$ cat src/rtl/i2c_div_pkg.sv
package i2c_div_pkg;

  typedef enum logic [1:0] {
    SOLVE_IDLE,
    SOLVE_DIV,
    SOLVE_SRCH
  } solve_state_t;

endpackage

$ cat src/rtl/i2c_div_udiv.sv
// Restoring unsigned divider: one quotient bit per cycle, W cycles per result.
module i2c_div_udiv #(
  parameter int W = 32
) (
  input  logic         clk,
  input  logic         rst,
  input  logic         start,
  input  logic [W-1:0] num,
  input  logic [W-1:0] den,
  output logic         busy,
  output logic         done,
  output logic [W-1:0] quo,
  output logic [W-1:0] rem
);
  localparam int CW = $clog2(W + 1);

  logic [CW-1:0] cnt;
  logic [W-1:0]  den_q;
  logic [W-1:0]  num_q;
  logic [W:0]    shifted;
  logic [W:0]    diff;
  logic          fits;

  always_comb begin
    shifted = {rem, quo[W-1]};
    diff    = shifted - {1'b0, den_q};
    fits    = ~diff[W];
  end

  always_ff @(posedge clk) begin
    if (rst) begin
      busy  <= 1'b0;
      done  <= 1'b0;
      cnt   <= '0;
      quo   <= '0;
      rem   <= '0;
      den_q <= '0;
      num_q <= '0;
    end else begin
      done <= 1'b0;
      if (start) begin
        busy  <= 1'b1;
        cnt   <= CW'(W);
        quo   <= num;
        rem   <= '0;
        den_q <= den;
        num_q <= num;
      end else if (busy) begin
        rem <= fits ? diff[W-1:0] : shifted[W-1:0];
        quo <= {quo[W-2:0], fits};
        cnt <= cnt - 1'b1;
        if (cnt == CW'(1)) begin
          busy <= 1'b0;
          done <= 1'b1;
        end
      end
    end
  end

  // The quotient and remainder reproduce the latched numerator.
  assert_div_identity_R3: assert property (@(posedge clk) disable iff (rst)
    done |-> (({{W{1'b0}}, quo} * {{W{1'b0}}, den_q}) + {{W{1'b0}}, rem}
              == {{W{1'b0}}, num_q}));

  assert_div_rem_R3: assert property (@(posedge clk) disable iff (rst)
    done |-> (rem < den_q));

endmodule

$ cat src/rtl/i2c_div_search.sv
// Tries sample counts 1..SAMPLE_MAX, one per cycle, keeping the smallest product.
module i2c_div_search #(
  parameter int SAMPLE_MAX = 8,
  parameter int TW         = 10,
  parameter int SW         = 4,
  parameter int PW         = 7
) (
  input  logic          clk,
  input  logic          rst,
  input  logic          go,
  input  logic [TW-1:0] tgt,
  input  logic [PW-1:0] step_lim,
  output logic          fin,
  output logic          found,
  output logic [SW-1:0] best_s,
  output logic [PW-1:0] best_step
);
  localparam int PRW = SW + PW;

  logic           active;
  logic [SW-1:0]  cur_s;
  logic [PRW-1:0] best_prod;

  logic [TW:0]    numr;
  logic [TW:0]    divisor;
  logic [TW:0]    cand;
  logic           valid;
  logic [PRW-1:0] prod;

  always_comb begin
    divisor = (cur_s == '0) ? (TW+1)'(1) : (TW+1)'(cur_s);
    numr    = {1'b0, tgt} + divisor - (TW+1)'(1);
    cand    = numr / divisor;
    valid   = (cand <= (TW+1)'(step_lim)) && (cand != '0);
    prod    = PRW'(cand[PW-1:0]) * PRW'(cur_s);
  end

  always_ff @(posedge clk) begin
    if (rst) begin
      active    <= 1'b0;
      cur_s     <= '0;
      fin       <= 1'b0;
      found     <= 1'b0;
      best_s    <= '0;
      best_step <= '0;
      best_prod <= '0;
    end else begin
      fin <= 1'b0;
      if (go) begin
        active    <= 1'b1;
        cur_s     <= SW'(1);
        found     <= 1'b0;
        best_s    <= '0;
        best_step <= '0;
        best_prod <= PRW'(SAMPLE_MAX) * PRW'(step_lim);
      end else if (active) begin
        if (valid && (!found || prod < best_prod)) begin
          found     <= 1'b1;
          best_s    <= cur_s;
          best_step <= cand[PW-1:0];
          best_prod <= prod;
        end
        if (cur_s == SW'(SAMPLE_MAX)) begin
          active <= 1'b0;
          fin    <= 1'b1;
        end else begin
          cur_s <= cur_s + 1'b1;
        end
      end
    end
  end

  // The candidate sample count stays inside its legal range.
  assert_sample_range_R4: assert property (@(posedge clk) disable iff (rst)
    active |-> (cur_s >= SW'(1) && cur_s <= SW'(SAMPLE_MAX)));

  // A kept pair never breaks the mode step limit.
  assert_best_within_limit_R2: assert property (@(posedge clk) disable iff (rst)
    (fin && found) |-> (best_step <= step_lim && best_step != '0));

endmodule

$ cat src/rtl/i2c_div_solver.sv
module i2c_div_solver #(
  parameter int FW          = 32,
  parameter int SAMPLE_MAX  = 8,
  parameter int STEP_MAX_FS = 64,
  parameter int STEP_MAX_HS = 8,
  parameter int FS_LIMIT_HZ = 400000,
  parameter int HS_LIMIT_HZ = 3400000
) (
  input  logic                           clk,
  input  logic                           rst,
  input  logic                           start,
  input  logic [FW-1:0]                  src_hz,
  input  logic [FW-1:0]                  bus_hz,
  output logic                           busy,
  output logic                           done,
  output logic                           err,
  output logic                           hs_mode,
  output logic [$clog2(SAMPLE_MAX+1)-1:0]  sample_cnt,
  output logic [$clog2(STEP_MAX_FS+1)-1:0] step_cnt,
  output logic [$clog2(SAMPLE_MAX)-1:0]    sample_code,
  output logic [$clog2(STEP_MAX_FS)-1:0]   step_code
);
  import i2c_div_pkg::*;

  localparam int SW   = $clog2(SAMPLE_MAX + 1);
  localparam int PW   = $clog2(STEP_MAX_FS + 1);
  localparam int SCW  = $clog2(SAMPLE_MAX);
  localparam int STCW = $clog2(STEP_MAX_FS);
  localparam int TW   = $clog2(SAMPLE_MAX * STEP_MAX_FS + 1);

  solve_state_t  state;
  logic          hs_q;
  logic [PW-1:0] lim_q;
  logic [FW-1:0] num_q;
  logic [FW-1:0] den_q;
  logic [TW-1:0] tgt_q;
  logic          div_start;
  logic          srch_go;

  logic          div_busy;
  logic          div_done;
  logic [FW-1:0] div_quo;
  logic [FW-1:0] div_rem;

  logic          srch_fin;
  logic          srch_found;
  logic [SW-1:0] srch_s;
  logic [PW-1:0] srch_step;

  logic          req_bad;
  logic          req_hs;
  logic [FW-1:0] tgt_full;
  logic          tgt_big;

  always_comb begin
    req_bad  = (bus_hz == '0) || (bus_hz > FW'(HS_LIMIT_HZ));
    req_hs   = (bus_hz > FW'(FS_LIMIT_HZ));
    tgt_full = (div_quo == '0) ? FW'(1) : div_quo;
    tgt_big  = tgt_full > (FW'(SAMPLE_MAX) * FW'(lim_q));
  end

  i2c_div_udiv #(.W(FW)) u_udiv (
    .clk   (clk),
    .rst   (rst),
    .start (div_start),
    .num   (num_q),
    .den   (den_q),
    .busy  (div_busy),
    .done  (div_done),
    .quo   (div_quo),
    .rem   (div_rem)
  );

  i2c_div_search #(
    .SAMPLE_MAX (SAMPLE_MAX),
    .TW         (TW),
    .SW         (SW),
    .PW         (PW)
  ) u_search (
    .clk       (clk),
    .rst       (rst),
    .go        (srch_go),
    .tgt       (tgt_q),
    .step_lim  (lim_q),
    .fin       (srch_fin),
    .found     (srch_found),
    .best_s    (srch_s),
    .best_step (srch_step)
  );

  always_ff @(posedge clk) begin
    if (rst) begin
      state       <= SOLVE_IDLE;
      busy        <= 1'b0;
      done        <= 1'b0;
      err         <= 1'b0;
      hs_mode     <= 1'b0;
      sample_cnt  <= '0;
      step_cnt    <= '0;
      sample_code <= '0;
      step_code   <= '0;
      hs_q        <= 1'b0;
      lim_q       <= '0;
      num_q       <= '0;
      den_q       <= '0;
      tgt_q       <= '0;
      div_start   <= 1'b0;
      srch_go     <= 1'b0;
    end else begin
      done      <= 1'b0;
      div_start <= 1'b0;
      srch_go   <= 1'b0;
      unique case (state)
        SOLVE_IDLE: begin
          if (start) begin
            if (req_bad) begin
              done        <= 1'b1;
              err         <= 1'b1;
              hs_mode     <= req_hs;
              sample_cnt  <= '0;
              step_cnt    <= '0;
              sample_code <= '0;
              step_code   <= '0;
            end else begin
              hs_q      <= req_hs;
              lim_q     <= req_hs ? PW'(STEP_MAX_HS) : PW'(STEP_MAX_FS);
              num_q     <= (src_hz >> 1) + bus_hz - FW'(1);
              den_q     <= bus_hz;
              div_start <= 1'b1;
              busy      <= 1'b1;
              state     <= SOLVE_DIV;
            end
          end
        end
        SOLVE_DIV: begin
          if (div_done) begin
            if (tgt_big) begin
              done        <= 1'b1;
              err         <= 1'b1;
              hs_mode     <= hs_q;
              sample_cnt  <= '0;
              step_cnt    <= '0;
              sample_code <= '0;
              step_code   <= '0;
              busy        <= 1'b0;
              state       <= SOLVE_IDLE;
            end else begin
              tgt_q   <= TW'(tgt_full);
              srch_go <= 1'b1;
              state   <= SOLVE_SRCH;
            end
          end
        end
        SOLVE_SRCH: begin
          if (srch_fin) begin
            done    <= 1'b1;
            busy    <= 1'b0;
            hs_mode <= hs_q;
            state   <= SOLVE_IDLE;
            if (srch_found) begin
              err         <= 1'b0;
              sample_cnt  <= srch_s;
              step_cnt    <= srch_step;
              sample_code <= SCW'(srch_s - SW'(1));
              step_code   <= STCW'(srch_step - PW'(1));
            end else begin
              err         <= 1'b1;
              sample_cnt  <= '0;
              step_cnt    <= '0;
              sample_code <= '0;
              step_code   <= '0;
            end
          end
        end
        default: state <= SOLVE_IDLE;
      endcase
    end
  end

  assert_done_pulse_R7: assert property (@(posedge clk) disable iff (rst)
    done |=> !done);

  assert_err_with_done_R5: assert property (@(posedge clk) disable iff (rst)
    $rose(err) |-> done);

  assert_step_limit_R2: assert property (@(posedge clk) disable iff (rst)
    (done && !err) |-> (step_cnt <= (hs_mode ? PW'(STEP_MAX_HS) : PW'(STEP_MAX_FS))));

  assert_product_covers_R4: assert property (@(posedge clk) disable iff (rst)
    (done && !err) |-> ((SW+PW)'(sample_cnt) * (SW+PW)'(step_cnt) >= (SW+PW)'(tgt_q)));

  assert_result_hold_R9: assert property (@(posedge clk) disable iff (rst)
    (!busy && !start) |=> ($stable(sample_cnt) && $stable(step_cnt) && $stable(err)));

  assert_div_idle_R7: assert property (@(posedge clk) disable iff (rst)
    (state == SOLVE_IDLE) |-> !div_busy);

endmodule

$ cat config.mk
export PLATFORM = sky130hd
export DESIGN_NAME = i2c_div_solver
export DESIGN_NICKNAME = d
export VERILOG_FILES = /design/src/rtl/i2c_div_pkg.sv /design/src/rtl/i2c_div_udiv.sv /design/src/rtl/i2c_div_search.sv /design/src/rtl/i2c_div_solver.sv
export SDC_FILE = /design/constraint.sdc
export NUM_CORES = 1
export LEC_CHECK = 0
export ABC_AREA = 1
export BUFFER_PORTS_ARGS = -buffer_cell sky130_fd_sc_hd__buf_4
export CORE_MARGIN = 5
export CORE_UTILIZATION = 50
export CTS_CLUSTER_SIZE = 8
export DETAILED_ROUTE_END_ITERATION = 7
export PLACE_DENSITY = 0.67
export REMOVE_ABC_BUFFERS = 1
export SETUP_SLACK_MARGIN = 0.3
export SLEW_MARGIN = 0
export SYNTH_ARGS = -nofsm -noshare
export SYNTH_HDL_FRONTEND = slang
export SYNTH_SLANG_ARGS = --single-unit
$ cat constraint.sdc
create_clock -name clk -period 34.8 [get_ports clk]
set_input_delay 1.74 -clock clk [delete_from_list [all_inputs] [get_ports clk]]
set_output_delay 1.74 -clock clk [all_outputs]
set_load 0.02 [all_outputs]
# Word-level counts from Yosys, hierarchy flattened
# Cells that the tools add are included.
[totals]
regBits = 243
out_inout_bits = 24
inputBits = 67
[classes]
muxes = 83
addsub = 9
n_bitwise = 10
n_div = 1
eq_ne = 11
reduce_logical = 29
multipliers = 1
order_cmp = 5
[ops]
columns = ["cell", "n"]
rows = [
  ["$mux 32", 4],
  ["$logic_not 32->1", 2],
  ["$mux 7", 7],
  ["$mux 6", 8],
  ["$mux 1", 34],
  ["$sub 33x32->33", 1],
  ["$add 31x32->32", 1],
  ["$gt 32x10->1", 1],
  ["$gt 32x19->1 const B", 1],
  ["$gt 32x22->1 const B", 1],
  ["$sub 32x1->32 const B", 1],
  ["$mux 10", 3],
  ["$mux 4", 7],
  ["$pmux 7 s3", 1],
  ["$mux 3", 6],
  ["$pmux 6 s3", 1],
  ["$pmux 1 s3", 4],
  ["$pmux 4 s3", 1],
  ["$reduce_and 6->1", 2],
  ["$reduce_or 3->1", 4],
  ["$sub 6x1->6 const B", 2],
  ["$add 10x11->11", 1],
  ["$div 11x11->11", 1],
  ["$le 11x7->1", 1],
  ["other kinds (27)", 54],
]

# Logic depth before layout (Yosys ltp)
[logic_depth]
word_depth = 12
depth_mapped = 159
mapped_depth_nobuf = 154

# Cells and area by module
# From an unflattened synthesis, not the netlist that was laid out.
[unflattened]
cells_unflattened = 3083
area_unflattened_um2 = 19546.2
[modules_own_cells]
columns = ["mod", "seq_area_each_um2", "cells_per_inst", "n_inst", "area_each_um2"]
rows = [
  ["i2c_div_udiv", 2082.0, 1189, 1, 7145.6],
  ["i2c_div_solver", 2082.0, 1075, 1, 7066.8],
  ["i2c_div_search", 580.6, 819, 1, 5333.9],
]

# Worst setup path after synthesis
# OpenSTA, ideal clock, no wires.
[synth_timing]
path_kind = "reg-to-reg"
startpoint = "reg u_search.cur_s[1]"
endpoint = "reg u_search.best_prod[3]"
path_buffers = 7
arrival_time_ps = 18701
stages_incl_launch_ff = 149
synth_period_minus_slack_ps = 18770
setup_time_ps = 69
path_slack_ps = 16030
path_cell_list = "dfxtp_1 buf_2 inv_1 ha_1 nand2_4 nand2_1 inv_1 ha_1 inv_1 ha_1 nand3_1 nand4_1 nand2_1 inv_1 ha_1 o211ai_4 or2_1 nand2_1 (+113 left out) a21oi_1 o21bai_1 a21oi_1 o21bai_1 a21oi_1 nor2_1 nor2_1 xnor2_1 ha_1 nand4_1 o221a_2 nand2_1 nand2_1 nand3_2 buf_6 buf_8 nand3_2 a21oi_2"
[synth_via]
elab_chain_cells = 11
word_cells_on_any_way = 17
classes_between = "2 x add/sub; 1 x mul; 1 x div; 2 x order compare; 4 x mux; 7 x reduce/logical"
[synth_lines]
columns = ["element", "line_no", "source"]
rows = [
  ["start: declaration", "i2c_div_search.sv:21", "logic [SW-1:0] cur_s;"],
  ["start signal: assignment", "i2c_div_search.sv:67", "cur_s <= cur_s + 1'b1;"],
  ["$logic_not 4->1", "i2c_div_search.sv:31", "divisor = (cur_s == '0) ? (TW+1)'(1) : (TW+1)'(cur_s);"],
  ["$mux 4 *", "i2c_div_search.sv:31", ""],
  ["$add 10x11->11", "i2c_div_search.sv:32", "numr = {1'b0, tgt} + divisor - (TW+1)'(1);"],
  ["$sub 11x1->11", "i2c_div_search.sv:32", ""],
  ["$div 11x11->11 *", "i2c_div_search.sv:33", "cand = numr / divisor;"],
  ["net u_search.cand[6]", "i2c_div_search.sv:26", "logic [TW:0] cand;"],
  ["$mul 7x4->11 *", "i2c_div_search.sv:35", "prod = PRW'(cand[PW-1:0]) * PRW'(cur_s);"],
  ["net u_search.prod[10]", "i2c_div_search.sv:28", "logic [PRW-1:0] prod;"],
  ["$lt 11x11->1 *", "i2c_div_search.sv:57", "if (valid && (!found || prod < best_prod)) begin"],
  ["$logic_or 1x1->1 *", "i2c_div_search.sv:57", ""],
  ["$logic_and 1x1->1 *", "i2c_div_search.sv:57", ""],
  ["$reduce_bool 2->1 (no line) *", "-", ""],
  ["$reduce_and 2->1 (no line) *", "-", ""],
  ["end signal: assignment", "i2c_div_search.sv:55", "best_prod <= PRW'(SAMPLE_MAX) * PRW'(step_lim);"],
  ["end signal: assignment", "i2c_div_search.sv:61", "best_prod <= prod;"],
  ["end: declaration", "i2c_div_search.sv:22", "logic [PRW-1:0] best_prod;"],
]
# The timed path passes the listed nets; every way through them passes the cells marked *. The select of a mux whose other input is x is not followed.
# A chain may end at the register's enable or synchronous reset.

# Worst setup path in the final report
[layout_timing]
startpoint = "reg u_search.cur_s[1]"
endpoint = "reg u_search.best_prod[0]"
[layout_via]
elab_chain_cells = 10
word_cells_on_any_way = 13
classes_between = "2 x add/sub; 1 x mul; 1 x div; 2 x order compare; 1 x mux; 6 x reduce/logical"
[layout_lines]
columns = ["element", "line_no"]
rows = [
  ["$logic_not 4->1", "i2c_div_search.sv:31"],
  ["$mux 4", "i2c_div_search.sv:31"],
  ["$add 10x11->11", "i2c_div_search.sv:32"],
  ["$sub 11x1->11", "i2c_div_search.sv:32"],
  ["$div 11x11->11", "i2c_div_search.sv:33"],
  ["$mul 7x4->11 *", "i2c_div_search.sv:35"],
  ["net u_search.prod[10]", "i2c_div_search.sv:28"],
  ["$lt 11x11->1 *", "i2c_div_search.sv:57"],
  ["$logic_or 1x1->1 *", "i2c_div_search.sv:57"],
  ["$logic_and 1x1->1 *", "i2c_div_search.sv:57"],
  ["$reduce_and 2->1 (no line) *", "-"],
]
# The timed path passes the listed nets; every way through them passes the cells marked *.

==> impl_metrics.json <==
{
  "status": "completed",
  "synth-main-ff-cell": "dfxtp_1",
  "clock_sinks": 237,
  "r2r_slack_ns": 11.40,
  "path_class": "reg2reg",
  "drt_first_iter_violations": 686,
  "cpMaxStageDelayCell": "dfxtp_1",
  "synth_cell_types": 61,
  "startpoint_type": "flip-flop",
  "avgSynthCellArea_um2": 7.14,
  "fp.dieW_um": 192,
  "min_path_cells": 2,
  "syn_to_final_growth_pct": 11.2,
  "grt_remaining_overflow": 0,
  "clk_latency_ns": 0.50,
  "finalCritPeriodShare": 0.672,
  "cts_resized": 0,
  "path_max_fanout": 29,
  "cts_made_buffers": 35,
  "cp-end-kind": "flip-flop",
  "synth_seq_cells": 237,
  "r2r_start": "u_search.cur_s[1]",
  "firstDrtPassIters": 5,
  "root_buffer": "clkbuf_16",
  "slowest_delay_ns": 0.59,
  "drive_above_1_share": 0.0943,
  "synthesis.instances": 2332,
  "crit_arrival_ns": 23.78,
  "crit_top_cell": "nand2_1",
  "syn-cell-area_mm2": 0.0166,
  "hold_path_class": "reg2reg",
  "htree_levels": 2,
  "antennaDiodeCount": 0,
  "clkTransAtPathRegs_ns": 0.05,
  "antenna_found_initial": 0,
  "cts_tree": "yes",
  "numPortBuffers": 89,
  "clock_skew_ns": 0.0125,
  "synth_edf_count": 0,
  "placementRows": 66,
  "setup-violations-final": 0,
  "die_y_um": 192,
  "clock.fmax_mhz": 42.7,
  "vias_per_cell": 5.32,
  "worst-r2r-cell-count": 143,
  "drv_slew": 0,
  "ys_warn_count": 0,
  "final_nets": 2647,
  "drc": 0,
  "first_global_vias": 14239,
  "fin_hold_ws_ns": 0.434,
  "async_flop_share": 0,
  "vdd_drop_max_mv": 0.0273,
  "critPathBufInv": 27,
  "period_needed_ns": 23.40,
  "holdPathEnd": "den_q[31]",
  "cts_hold_buf": 0,
  "reg2reg_to": "u_search.best_prod[0]",
  "critPathRequiredTime_ns": 35.18,
  "vias": 15034,
  "setup_tns_ns": 0,
  "initial_core_util": 0.509,
  "place_hpwl_mm": 29.2,
  "track_usage": 0.210,
  "die-area_mm2": 0.0370,
  "p_leak_nw": 8.92,
  "hold_violations": 0,
  "drtAntennaViolNets": 0,
  "slew-limit-headroom": 0.273,
  "wl_per_cell_um": 13.7,
  "min_from": "den_q[31]",
  "cp_top_family": "simple AND/OR/NAND/NOR gates",
  "filler_cell_count": 3200,
  "io_pins": 91,
  "grt_max_degree": 104,
  "powerDensity_mw_per_mm2": 34.2,
  "drt-total-wl_mm": 38.8,
  "worst_pin_slew_ns": 1.08,
  "grt_pass1_wl_mm": 66.0,
  "cts_buffer_depth": 3,
  "rsz0062_at_grt": "no",
  "post_cts_buffers": 0,
  "maxCapViolations": 0,
  "multi_input_area_mm2": 0.00994,
  "ys_seq_area_frac": 0.285,
  "regArea_mm2": 0.00475,
  "core_area_mm2": 0.0327,
  "place.gp.congestion": 0.875
}
## layer usage
metal  part of all wire  up-vias  GRT usage
li1                   -     7791          -
met1               0.48     6906      0.279
met2               0.46      287      0.357
met3              0.047       50     0.0347
met4              0.017        0     0.0494
met5                  0        -          0
## final cells by class
cell class              instances  share of cell area
clock buffers                  38              0.0496
clock inverters                 2             0.00135
flip-flops and latches        237               0.256
well taps                     442              0.0299
multi-input cells            1592               0.537
repair buffers                 99              0.0402
inverters                     418              0.0854
## kinds of logic (layout without fill, tap and decap cells)
kind of cell,after synthesis,count (layout),synth area share
flops,237,237,0.285
compound gates,598,598,0.204
xor+xnor,81,81,0.0426
simple gates,716,716,0.195
fa+ha+maj,197,197,0.154
buf+inv,503,557,0.119
## state kept, by name, summed over array words and instances, names as in the netlist, 6 cells and up
signal	count
den_q	32
num_q	32
step_cnt	7
step_code	6
tgt_q	10
u_search.best_prod	11
u_search.best_step	7
u_udiv.cnt	6
u_udiv.den_q	32
u_udiv.quo	32
u_udiv.rem	32
## where the power goes
| group | switching [mW] | total [mW] | internal [mW] | leakage [nW] |
|---|---|---|---|---|
| Combinational | 0.0360 | 0.0615 | 0.0255 | 6.55 |
| Sequential | 0.000303 | 0.273 | 0.273 | 1.91 |
| Clock | 0.114 | 0.299 | 0.184 | 0.463 |
## synth_stat cells, types with 32 or more instances
library cell	number	area [µm²]
inv_1	398	1490
nand2_1	337	1260
a21oi_1	265	1330
dfxtp_1	237	4740
o21ai_0	189	946
ha_1	184	2300
nor2_1	164	616
clkbuf_1	69	259
nand3_1	66	330
xor2_1	49	429
nor3_1	40	200
xnor2_1	32	280
## worst register-to-register path: cells and delay by family, from the launching register on
family,cells,cell delay [ns]
flip-flops,1,0.59
adder cells (fa/ha/maj),18,5.69
AND/OR/NAND/NOR,63,7.34
buffers and inverters,27,3.60
AO/OA/AOI/OAI,34,5.83
XOR/XNOR,1,0.18
## per-stage QoR
| stage | power (mW) | cell area (µm²) | setup WS (ns) | util | std cells |
|---|---|---|---|---|---|
| finish | 0.633 | 18500 | 11.40 | 0.566 | 2828 |
| global route | 0.661 | 18500 | 8.78 | 0.566 | 2828 |
| CTS | 0.641 | 18500 | 11.49 | 0.566 | 2828 |
| detailed placement | 0.340 | 17600 | 11.59 | 0.537 | 2788 |
| global placement | 0.339 | 17600 | 12.20 | 0.537 | 2788 |
| floorplan | 0.320 | 16200 | 15.53 | - | 2247 |
## layout by cell type (no fill, tap or decap), types with 16 or more instances in the layout
cell type    n
nand3_1     66
nand3_2     16
buf_4       99
a21oi_1    265
inv_1      397
clkbuf_16   36
o211ai_1    26
nand4_1     29
o21ai_0    189
nor3_1      40
nand2_1    337
o21bai_1    21
xor2_1      48
nor2_1     164
o221ai_1    19
ha_1       184
dfxtp_1    236
xnor2_1     32
## worst max path at each step
stage | cells after the start | endpoint | startpoint | slack [ns]
2_1_floorplan | 141 | u_search.best_s[0] | u_search.cur_s[1] | 15.53
3_3_place_gp | 141 | u_search.best_s[0] | u_search.cur_s[1] | 12.20
3_5_place_dp | 142 | u_search.best_s[0] | u_search.cur_s[1] | 11.59
4_1_cts | 143 | u_search.best_prod[9] | u_search.cur_s[1] | 11.49
5_1_grt | 144 | u_search.best_prod[0] | u_search.cur_s[1] | 8.78
6_report | 143 | u_search.best_prod[0] | u_search.cur_s[1] | 11.40
Power figures use the tool's default switching activity.
